File: src/rtl/smram_ctl.sv
module smram_ctl #(
  parameter int          AW         = 32,
  parameter logic [31:0] LOW_BASE   = 32'h000A_0000,
  parameter logic [31:0] HIGH_BASE  = 32'hFEEA_0000,
  parameter logic [31:0] WIN_SIZE   = 32'h0002_0000,
  parameter logic [31:0] ALIAS_OFS  = 32'h1000_0000,
  parameter logic [31:0] TOP_BIG    = 32'h0010_0000,
  parameter logic [31:0] TOP_SMALL  = 32'h0008_0000
) (
  input  logic          clk,
  input  logic          rst_n,
  input  logic          cfg_we,
  input  logic [7:0]    cfg_addr,
  input  logic [7:0]    cfg_wdata,
  output logic [7:0]    cfg_rdata,
  input  logic [AW-1:0] tom,
  input  logic          smm_active,
  input  logic [AW-1:0] mem_addr,
  output logic          hit_low,
  output logic          hit_high,
  output logic          hit_top,
  output logic          hit_alias,
  output logic [AW-1:0] dram_addr
);
  localparam logic [7:0] A_CTL  = 8'h70;
  localparam logic [7:0] A_SZLO = 8'h52;
  localparam logic [7:0] A_SZHI = 8'h54;

  logic [7:0] ctl_q, size_lo_q, size_hi_q;
  logic       locked;
  logic [1:0] low_mode, up_mode;

  assign locked   = ctl_q[1];
  assign low_mode = ctl_q[3:2];
  assign up_mode  = ctl_q[5:4];

  always_ff @(posedge clk) begin
    if (!rst_n) begin
      ctl_q     <= '0;
      size_lo_q <= '0;
      size_hi_q <= '0;
    end else if (cfg_we) begin
      if (cfg_addr == A_CTL) begin
        if (locked) ctl_q <= {ctl_q[7:3], cfg_wdata[2], ctl_q[1:0]};
        else        ctl_q <= {cfg_wdata[7:1], 1'b0};
      end
      if (cfg_addr == A_SZLO && !locked) size_lo_q <= cfg_wdata;
      if (cfg_addr == A_SZHI && !locked) size_hi_q <= {4'h0, cfg_wdata[3:0]};
    end
  end

  always_comb begin
    case (cfg_addr)
      A_CTL:   cfg_rdata = ctl_q;
      A_SZLO:  cfg_rdata = size_lo_q;
      A_SZHI:  cfg_rdata = size_hi_q;
      default: cfg_rdata = '0;
    endcase
  end

  logic [AW:0] a_x, top_lo, top_hi, al_lo, al_hi;
  logic [AW-1:0] top_size;
  logic in_low, in_high, low_ok;

  assign a_x      = {1'b0, mem_addr};
  assign top_size = (up_mode == 2'd3) ? TOP_SMALL[AW-1:0] : TOP_BIG[AW-1:0];
  assign top_lo   = {1'b0, tom};
  assign top_hi   = top_lo + {1'b0, top_size};
  assign al_lo    = top_lo + {1'b0, ALIAS_OFS[AW-1:0]};
  assign al_hi    = al_lo + {1'b0, top_size};

  assign in_low  = mem_addr >= LOW_BASE[AW-1:0]  && mem_addr < LOW_BASE[AW-1:0] + WIN_SIZE[AW-1:0];
  assign in_high = mem_addr >= HIGH_BASE[AW-1:0] && mem_addr < HIGH_BASE[AW-1:0] + WIN_SIZE[AW-1:0];
  assign low_ok  = (low_mode == 2'd1) || (low_mode == 2'd3 && smm_active);

  assign hit_low   = in_low && low_ok;
  assign hit_high  = in_high && smm_active && up_mode != 2'd0;
  assign hit_top   = smm_active && up_mode[1] && a_x >= top_lo && a_x < top_hi && !hit_low && !hit_high;
  assign hit_alias = smm_active && up_mode[1] && a_x >= al_lo && a_x < al_hi
                     && !hit_low && !hit_high && !hit_top;

  always_comb begin
    if (hit_low)        dram_addr = mem_addr;
    else if (hit_high)  dram_addr = mem_addr - HIGH_BASE[AW-1:0] + LOW_BASE[AW-1:0];
    else if (hit_top)   dram_addr = mem_addr;
    else if (hit_alias) dram_addr = mem_addr - ALIAS_OFS[AW-1:0];
    else                dram_addr = '0;
  end
endmodule

File: config.mk
export PLATFORM = sky130hd
export DESIGN_NAME = smram_ctl
export DESIGN_NICKNAME = d
export VERILOG_FILES = /design/src/rtl/smram_ctl.sv
export SDC_FILE = /design/constraint.sdc
export NUM_CORES = 1
export LEC_CHECK = 0
export ABC_AREA = 0
export BUFFER_PORTS_ARGS = -buffer_cell sky130_fd_sc_hd__buf_2
export CAP_MARGIN = 20
export CORE_UTILIZATION = 30
export CTS_BUF_LIST = sky130_fd_sc_hd__clkbuf_16
export DETAILED_ROUTE_END_ITERATION = 16
export GPL_ROUTABILITY_DRIVEN = 1
export SKIP_LAST_GASP = 1
export SYNTH_ARGS = -nofsm -noshare
export SYNTH_HDL_FRONTEND = slang
export SYNTH_SLANG_ARGS = --single-unit
File: constraint.sdc
create_clock -name clk -period 4.6 [get_ports clk]
set_input_delay 0.69 -clock clk [delete_from_list [all_inputs] [get_ports clk]]
set_output_delay 0.69 -clock clk [all_outputs]
set_load 0.02 [all_outputs]
==> results of run 1 <==
worst reg2reg max path: stages (launching register included):
cell,delay (ps)
dfxtp_1,320
nor2b_1,640
and2_1,420
mux2i_1,250
nor2b_1,60
cell families (layout without fill, tap and decap cells):
logic type | Yosys count | after routing | share of synthesized area [%]
AND/OR/NAND/NOR | 170 | 170 | 25.9
AO/OA/AOI/OAI | 130 | 130 | 26.5
adder cells (fa/ha/maj) | 62 | 62 | 22.6
buffers and inverters | 58 | 227 | 7.05
flip-flops | 19 | 19 | 11.0
XOR/XNOR | 17 | 17 | 4.30
multiplexers | 9 | 9 | 2.60
worst max-delay path by stage:
stage                        from       endpoint  slack [ps]  cells past startpoint
after floorplan           tom[19]  dram_addr[10]        -200                     18
after global placement    tom[19]  dram_addr[15]        -420                     20
after detailed placement  tom[19]  dram_addr[19]        -500                     19
after CTS                 tom[19]  dram_addr[19]        -370                     21
after global routing      tom[19]  dram_addr[16]        -480                     21
final                     tom[19]  dram_addr[16]        -360                     21
per-layer routing:
| metal | vias up | routed length [um] |
|---|---|---|
| met2 | 138 | 6020 |
| met1 | 1905 | 5050 |
| li1 | 2055 | - |
| met5 | - | 0 |
| met4 | 0 | 117 |
| met3 | 13 | 757 |
timing repair:
| action | 4_1_cts | 5_1_grt |
|---|---|---|
| buffers inserted | 5 | 1 |
| pin swaps | 10 | 16 |
| setup endpoints to repair | 34 | 34 |
| gates resized for setup | 64 | 19 |
| cloned | 0 | 1 |
power by group:
| group | internal [W] | switching (W) | leakage (nW) |
|---|---|---|---|
| logic | 0.000143 | 0.000160 | 2.30 |
| clock network | 0.000115 | 0.0000581 | 0.0423 |
| registers | 0.000165 | 0.000000122 | 0.154 |
| total | 0.000424 | 0.000219 | 2.50 |
cell usage after synthesis, drive strengths merged (2+ instances only):
cell | number | area, um^2
a211oi | 3 | 35.0
and3 | 8 | 50.1
a32oi | 2 | 17.5
nand2 | 46 | 173
nand4b | 2 | 17.5
nand3 | 25 | 130
a22o | 5 | 43.8
mux2i | 9 | 90.1
nor2 | 24 | 92.6
nor4b | 3 | 26.3
o21a | 2 | 15.0
or4 | 4 | 30.0
a21boi | 31 | 248
o31a | 4 | 35.0
a21oi | 32 | 175
xor2 | 2 | 17.5
a31oi | 8 | 50.1
nand3b | 2 | 15.0
a221oi | 2 | 17.5
ha | 61 | 763
and2 | 2 | 12.5
a2111o | 2 | 32.5
and4 | 4 | 35.0
clkbuf | 8 | 30.0
dfxtp | 19 | 380
nand2b | 2 | 12.5
a21o | 4 | 30.0
nor3 | 8 | 40.0
buf | 4 | 38.8
a22oi | 5 | 37.5
nor4 | 9 | 62.6
o2111ai | 2 | 17.5
nor3b | 2 | 15.0
xnor2 | 15 | 131
o21ai | 22 | 110
nor2b | 15 | 93.8
inv | 46 | 175
nand4 | 12 | 75.1
area by class of cell:
| class | count | area share (%) |
|---|---|---|
| well taps | 140 | 3.34 |
| multi-input cells | 388 | 60.1 |
| clock inverters | 1 | 0.0715 |
| flip-flops and latches | 19 | 7.29 |
| repair buffers | 177 | 24.4 |
| inverters | 46 | 3.38 |
| clock buffers | 3 | 1.43 |
registers in the layout, summed over array words and instances, names as in the netlist:
| register | flops |
|---|---|
| size_hi_q | 4 |
| ctl_q | 7 |
| size_lo_q | 8 |
stage by stage:
step	hold WS, ps	setup TNS (ps)
3_3_place_gp	447	-12900
5_1_grt	500	-14750
6_report	457	-9910
4_1_cts	461	-10590
2_1_floorplan	441	-4720
3_5_place_dp	454	-15070
==> summary.txt, run 1 <==
status: finished with violations
violations in the final reports: setup timing
Power Density: 122 nW/um^2
element type at the critical path start: input port
number of DRC markers after the initial detailed-route iteration: 182
Pleak: 2.50 nW
Die H: 109 um
number of nets still failing antenna checks after routing: 0
proportion of synthesized flip-flops having asynchronous set or reset: 0%
count of different cell masters after synthesis: 57
total buffers and inverters traversed by the critical path: 5
total clock buffers created by CTS: 3
most used cells in the layout excluding fill and tap cells: buf_2 (93), ha_1 (60), buf_4 (48)
final core occ: 47.6%
R2R cell count: 4
top flip-flop cell by instance count after synthesis: dfxtp_1
overall routed net length: 11900 um
sequential cell area: 383 um^2
critical path cell sequence: buf_8 > ha_4 > fa_2 > and3_4 > and3_4 > nand4_1 > nor2_1 > xnor2_1 > ha_1 > and2_1 > o21ai_1 > o21ai_1 > o31a_1 > or3_4 > a2111o_4 > clkinv_4 > a211oi_4 > buf_12 > buf_16 > a21boi_4 > buf_6
row count: 38
clock tree from TritonCTS: built
Mapped Cells: 465
type of destination of the critical path: output pin
first-pass GRT wire length: 19400 um
CP arrival: 4270 ps
number of diodes: 0
maximum fanout encountered on the critical timing path: 6
via density per instance: 5.31
multi-input gate area in the final layout: 3150 um^2
worst setup slack before clock tree synthesis: -500 ps
worst r2r src: ctl_q[1]$_SDFFE_PN0P_
number of iterations in the first detailed-routing pass: 6
sequential fraction of the synthesis area: 11.0%
# nets final: 781
worst ir drop on vdd: 0.244 mV
number of hold violations in the final report: 0
number of H-tree branching levels: 1
most used routing layer: met2
Synth Register Bits: 19
Area Overhead vs Synth: 51.7%
largest net degree at the start of global routing: 28
post-detailed-route wirelength per cell: 15.4 um
cell area after layout: 5250 um^2
peak clock frequency supported by timing: 202 MHz
sum of overflow across all layers after global routing: 0
least setup slack across all paths after layout: -361 ps
Worst Tran Pin Value: 820 ps
most common library cell in the layout ignoring fill and taps: buf_2
required time at the worst-slack endpoint: 3910 ps
tightest slew margin relative to the limit: 45.2%
number of clock sinks seen by CTS: 19
filler cell count: 1080
met3 track demand over resource: 1.90%
min-delay src: size_lo_q[2]$_SDFFE_PN0P_
R2R setup slack: 2810 ps
mean area per synthesized cell: 7.44 um^2
Max stage delay on crit path: 390 ps
Worst Hold Depth: 2
Max clock buf depth: 2
overall track demand over capacity in global routing: 20.2%
Worst-path clk slew: 50 ps
summed instance area of the synthesized netlist: 3460 um^2
initial core utilization: 31.4%
Post-DP HPWL: 9890 um
RSZ-0062 raised after global routing: yes
Syn Nets: 611
M2 GR Usage: 37.1%
worst hold path type: reg2reg
drt drc: 0
overall power of the completed layout: 0.000642 W
clock root buffer: clkbuf_16
number of placed I/O pins: 128
Post-Route Skew: 2.36 ps
number of synthesis warnings: 0
input/output buffers: 127
insertion delay of the later-clocked pin in the worst-skew pair: 250 ps
vias: 4111
share of post-route cells with drive strength above 1: 36.6%
fin cells: 774
cell area reported after detailed placement: 4810 um^2
die outline area: 12000 um^2
category of cells accounting for the largest share of critical-path delay: compound AO/OA/AOI/OAI gates
number of violations of the max-capacitance limit: 0
Min-Delay Endpoint: size_lo_q[2]$_SDFFE_PN0P_
final critical path time including I/O delays and setup: 4960 ps
worst flop-to-flop path endpoint: ctl_q[7]$_SDFFE_PN0P_
number of enable-type register cells in the synthesized netlist: 0
post-route fraction of the period consumed by the critical path: 108%
core region area: 11000 um^2
routability cong.: 0.867
placed instance count: 762
Setup Viol. Count Final: 33
highest-delay cell along the critical path: a2111o_4
Setup Crit Path Kind: in2out
met1 Usage GRT: 25.8%
Slew Limit Fails: 0
Hold Buf Count CTS: 0
antenna violations before repair: 0
Die X: 109 um
number of global-route vias before repair: 4067
(Power assumes the default switching activity.)
==> inputs of run 2 (changes only) <==
Settings changed: BUFFER_PORTS_ARGS -buffer_cell sky130_fd_sc_hd__buf_2 to unset, CELL_PAD_IN_SITES_DETAIL_PLACEMENT set to 0, CELL_PAD_IN_SITES_GLOBAL_PLACEMENT set to 1, DONT_BUFFER_PORTS set to 1, PLACE_DENSITY_LB_ADDON set to 0.1.
==> run 2 against run 1 <==
Compared with the run above: the flow still finishes with violations (setup timing); sequential power barely moved; total power fell by 10%; critical path depth rose by 1; first-iteration DRC count fell by 1.6%; largest power group unchanged.
==> summary.txt, run 2 (synthesis gave the netlist of run 1 again) <==
status: finished with violations (unchanged)
violations in the final reports: setup timing (unchanged)
CP arrival: 4200 ps (was 4270 ps)
post-detailed-route wirelength per cell: 18.2 um (was 15.4 um)
type of destination of the critical path: output pin (unchanged)
worst r2r src: ctl_q[1]$_SDFFE_PN0P_ (unchanged)
number of iterations in the first detailed-routing pass: 5 (was 6)
Met3 Routed Length: 677 um (was 757 um)
Post-DP HPWL: 9820 um (was 9890 um)
vias: 3630 (was 4111)
category of cells accounting for the largest share of critical-path delay: compound AO/OA/AOI/OAI gates (unchanged)
Power Density: 126 nW/um^2 (was 122 nW/um^2)
worst hold path type: reg2reg (unchanged)
overall track demand over capacity in global routing: 20.1% (was 20.2%)
insertion delay of the later-clocked pin in the worst-skew pair: 250 ps (about the same)
met1 routed wirelength after detailed routing: 5590 um (was 5050 um)
highest-delay cell along the critical path: fa_2 (was a2111o_4)
most common library cell in the layout ignoring fill and taps: ha_1 (was buf_2)
critical path cell sequence: nand2_2 > inv_2 > ha_4 > fa_2 > and3_4 > and3_4 > nand4_1 > buf_4 > nor2_2 > xnor2_1 > ha_1 > and2_4 > o21ai_2 > o21ai_1 > o31a_1 > or3_1 > a2111o_4 > clkinv_4 > a211oi_4 > buf_12 > clkbuf_16 > a21boi_4 (was buf_8 > ha_4 > fa_2 > and3_4 > and3_4 > nand4_1 > nor2_1 > xnor2_1 > ha_1 > and2_1 > o21ai_1 > o21ai_1 > o31a_1 > or3_4 > a2111o_4 > clkinv_4 > a211oi_4 > buf_12 > buf_16 > a21boi_4 > buf_6)
top routing layer used: met4 (unchanged)
number of nets still failing antenna checks after routing: 0 (unchanged)
number of hold violations in the final report: 0 (unchanged)
Die H: 109 um (unchanged)
core region area: 11000 um^2 (unchanged)
number of diodes: 0 (unchanged)
Area Overhead vs Synth: 32.8% (was 51.7%)
number of flip-flops in the largest register: 8 (unchanged)
Setup Crit Path Kind: reg2out (was in2out)
# nets final: 662 (was 781)
least setup slack across all paths after layout: -291 ps (was -361 ps)
timing startpoint of the critical path: ctl_q[5]$_SDFFE_PN0P_ (was tom[19])
Max stage delay on crit path: 390 ps (about the same)
sum of overflow across all layers after global routing: 0 (unchanged)
Worst Tran Pin Value: 1040 ps (was 820 ps)
Post-Route Skew: 2.02 ps (was 2.36 ps)
drt drc: 0 (unchanged)
first-pass GRT wire length: 19000 um (was 19400 um)
Max clock buf depth: 2 (unchanged)
final core occ: 41.7% (was 47.6%)
number of global-route vias before repair: 3749 (was 4067)
Setup Viol. Count Final: 34 (was 33)
Worst-path clk slew: 50 ps (about the same)
number of H-tree branching levels: 1 (unchanged)
total clock buffers created by CTS: 3 (unchanged)
number of placed I/O pins: 128 (unchanged)
clock tree from TritonCTS: built (unchanged)
RSZ-0062 raised after global routing: yes (unchanged)
filler cell count: 1136 (was 1080)
peak clock frequency supported by timing: 204 MHz (was 202 MHz)
required time at the worst-slack endpoint: 3910 ps (about the same)
Regs by FF count: size_lo_q x8, ctl_q x7, size_hi_q x4 (unchanged)
post-route fraction of the period consumed by the critical path: 106% (was 108%)
amount of wire on met2 after detailed routing: 5590 um (was 6020 um)
overall routed net length: 11900 um (about the same)
total buffers and inverters traversed by the critical path: 5 (unchanged)
share of post-route cells with drive strength above 1: 24.3% (was 36.6%)
routability cong.: 0.847 (was 0.867)
Pleak: 1.98 nW (was 2.50 nW)
Die X: 109 um (unchanged)
row count: 38 (unchanged)
Slew Limit Fails: 0 (unchanged)
worst ir drop on vdd: 0.193 mV (was 0.244 mV)
die outline area: 12000 um^2 (unchanged)
initial core utilization: 31.4% (unchanged)
min-delay src: size_lo_q[2]$_SDFFE_PN0P_ (unchanged)
input/output buffers: 0 (was 127)
number of DRC markers after the initial detailed-route iteration: 179 (was 182)
Setup TNS Final: -7680 ps (was -9910 ps)
maximum fanout encountered on the critical timing path: 6 (unchanged)
final critical path time including I/O delays and setup: 4890 ps (was 4960 ps)
number of clock sinks seen by CTS: 19 (unchanged)
minimum hold slack: 461 ps (was 457 ps)
number of violations of the max-capacitance limit: 0 (unchanged)
most used cells in the layout excluding fill and tap cells: ha_1 (60), nand2_1 (45), inv_1 (43) (was buf_2 (93), ha_1 (60), buf_4 (48))
antenna violations before repair: 0 (unchanged)
clock root buffer: clkbuf_16 (unchanged)
via density per instance: 5.54 (was 5.31)
top register by number of flip-flops: size_lo_q (unchanged)
tightest slew margin relative to the limit: 30.2% (was 45.2%)
element type at the critical path start: register (was input port)
most common cell type on the critical path: and3_4
largest net degree at the start of global routing: 28 (unchanged)
[run 2: worst reg2reg max path, stage by stage, from the launching register on]
cell	delay, ps
dfxtp_1	320
nor2b_1	660
and2_1	420
mux2i_1	220
nor2b_1	60
[run 2: where the power goes]
| group | total (W) | switching, W | internal (W) | leakage [nW] |
|---|---|---|---|---|
| logic | 0.000233 | 0.000119 | 0.000115 | 1.78 |
| registers | 0.000165 | 0.000000120 | 0.000165 | 0.154 |
| clock network | 0.000180 | 0.0000631 | 0.000117 | 0.0409 |
[run 2: routing by layer]
metal | up-vias | track usage (%)
met5 | - | 0
met4 | 0 | 2.38
met3 | 6 | 3.08
met2 | 94 | 34.2
met1 | 1710 | 27.5
li1 | 1820 | -
[run 2: final timing paths]
path                                    end  slack [ps]  cells past startpoint
setup reg to reg      ctl_q[7]$_SDFFE_PN0P_        2810                      4
setup / recovery              dram_addr[16]        -290                     22
hold / removal    size_lo_q[2]$_SDFFE_PN0P_         460                      2
hold reg to reg   size_lo_q[2]$_SDFFE_PN0P_         460                      2
[run 2: layout make-up]
type                    instances  area (um^2)  share of cell area, %
repair buffers                 58          563                   12.3
clock buffers                   3         75.1                   1.63
clock inverters                 1         5.00                  0.109
flip-flops and latches         19          383                   8.33
inverters                      46          178                   3.87
well taps                     140          175                   3.81
multi-input cells             388         3220                   70.0
[run 2: timing repair]
action                     in CTS  in global routing
pin swaps                      11                 16
hold endpoints to repair        0                  0
setup endpoints to repair      34                 34
buffers inserted                9                  4
hold buffers                    0                  0
gates resized for setup        26                 22
gates cloned                    1                  1
[run 2: through the flow]
| stage | std cells | cell area (um^2) | power [W] | setup WS [ps] |
|---|---|---|---|---|
| after floorplan | 465 | 3750 | 0.000330 | -203 |
| after global routing | 655 | 4590 | 0.000620 | -446 |
| final | 655 | 4590 | 0.000578 | -291 |
| after global placement | 637 | 4190 | 0.000387 | -406 |
| after detailed placement | 637 | 4190 | 0.000390 | -442 |
| after CTS | 651 | 4480 | 0.000578 | -288 |
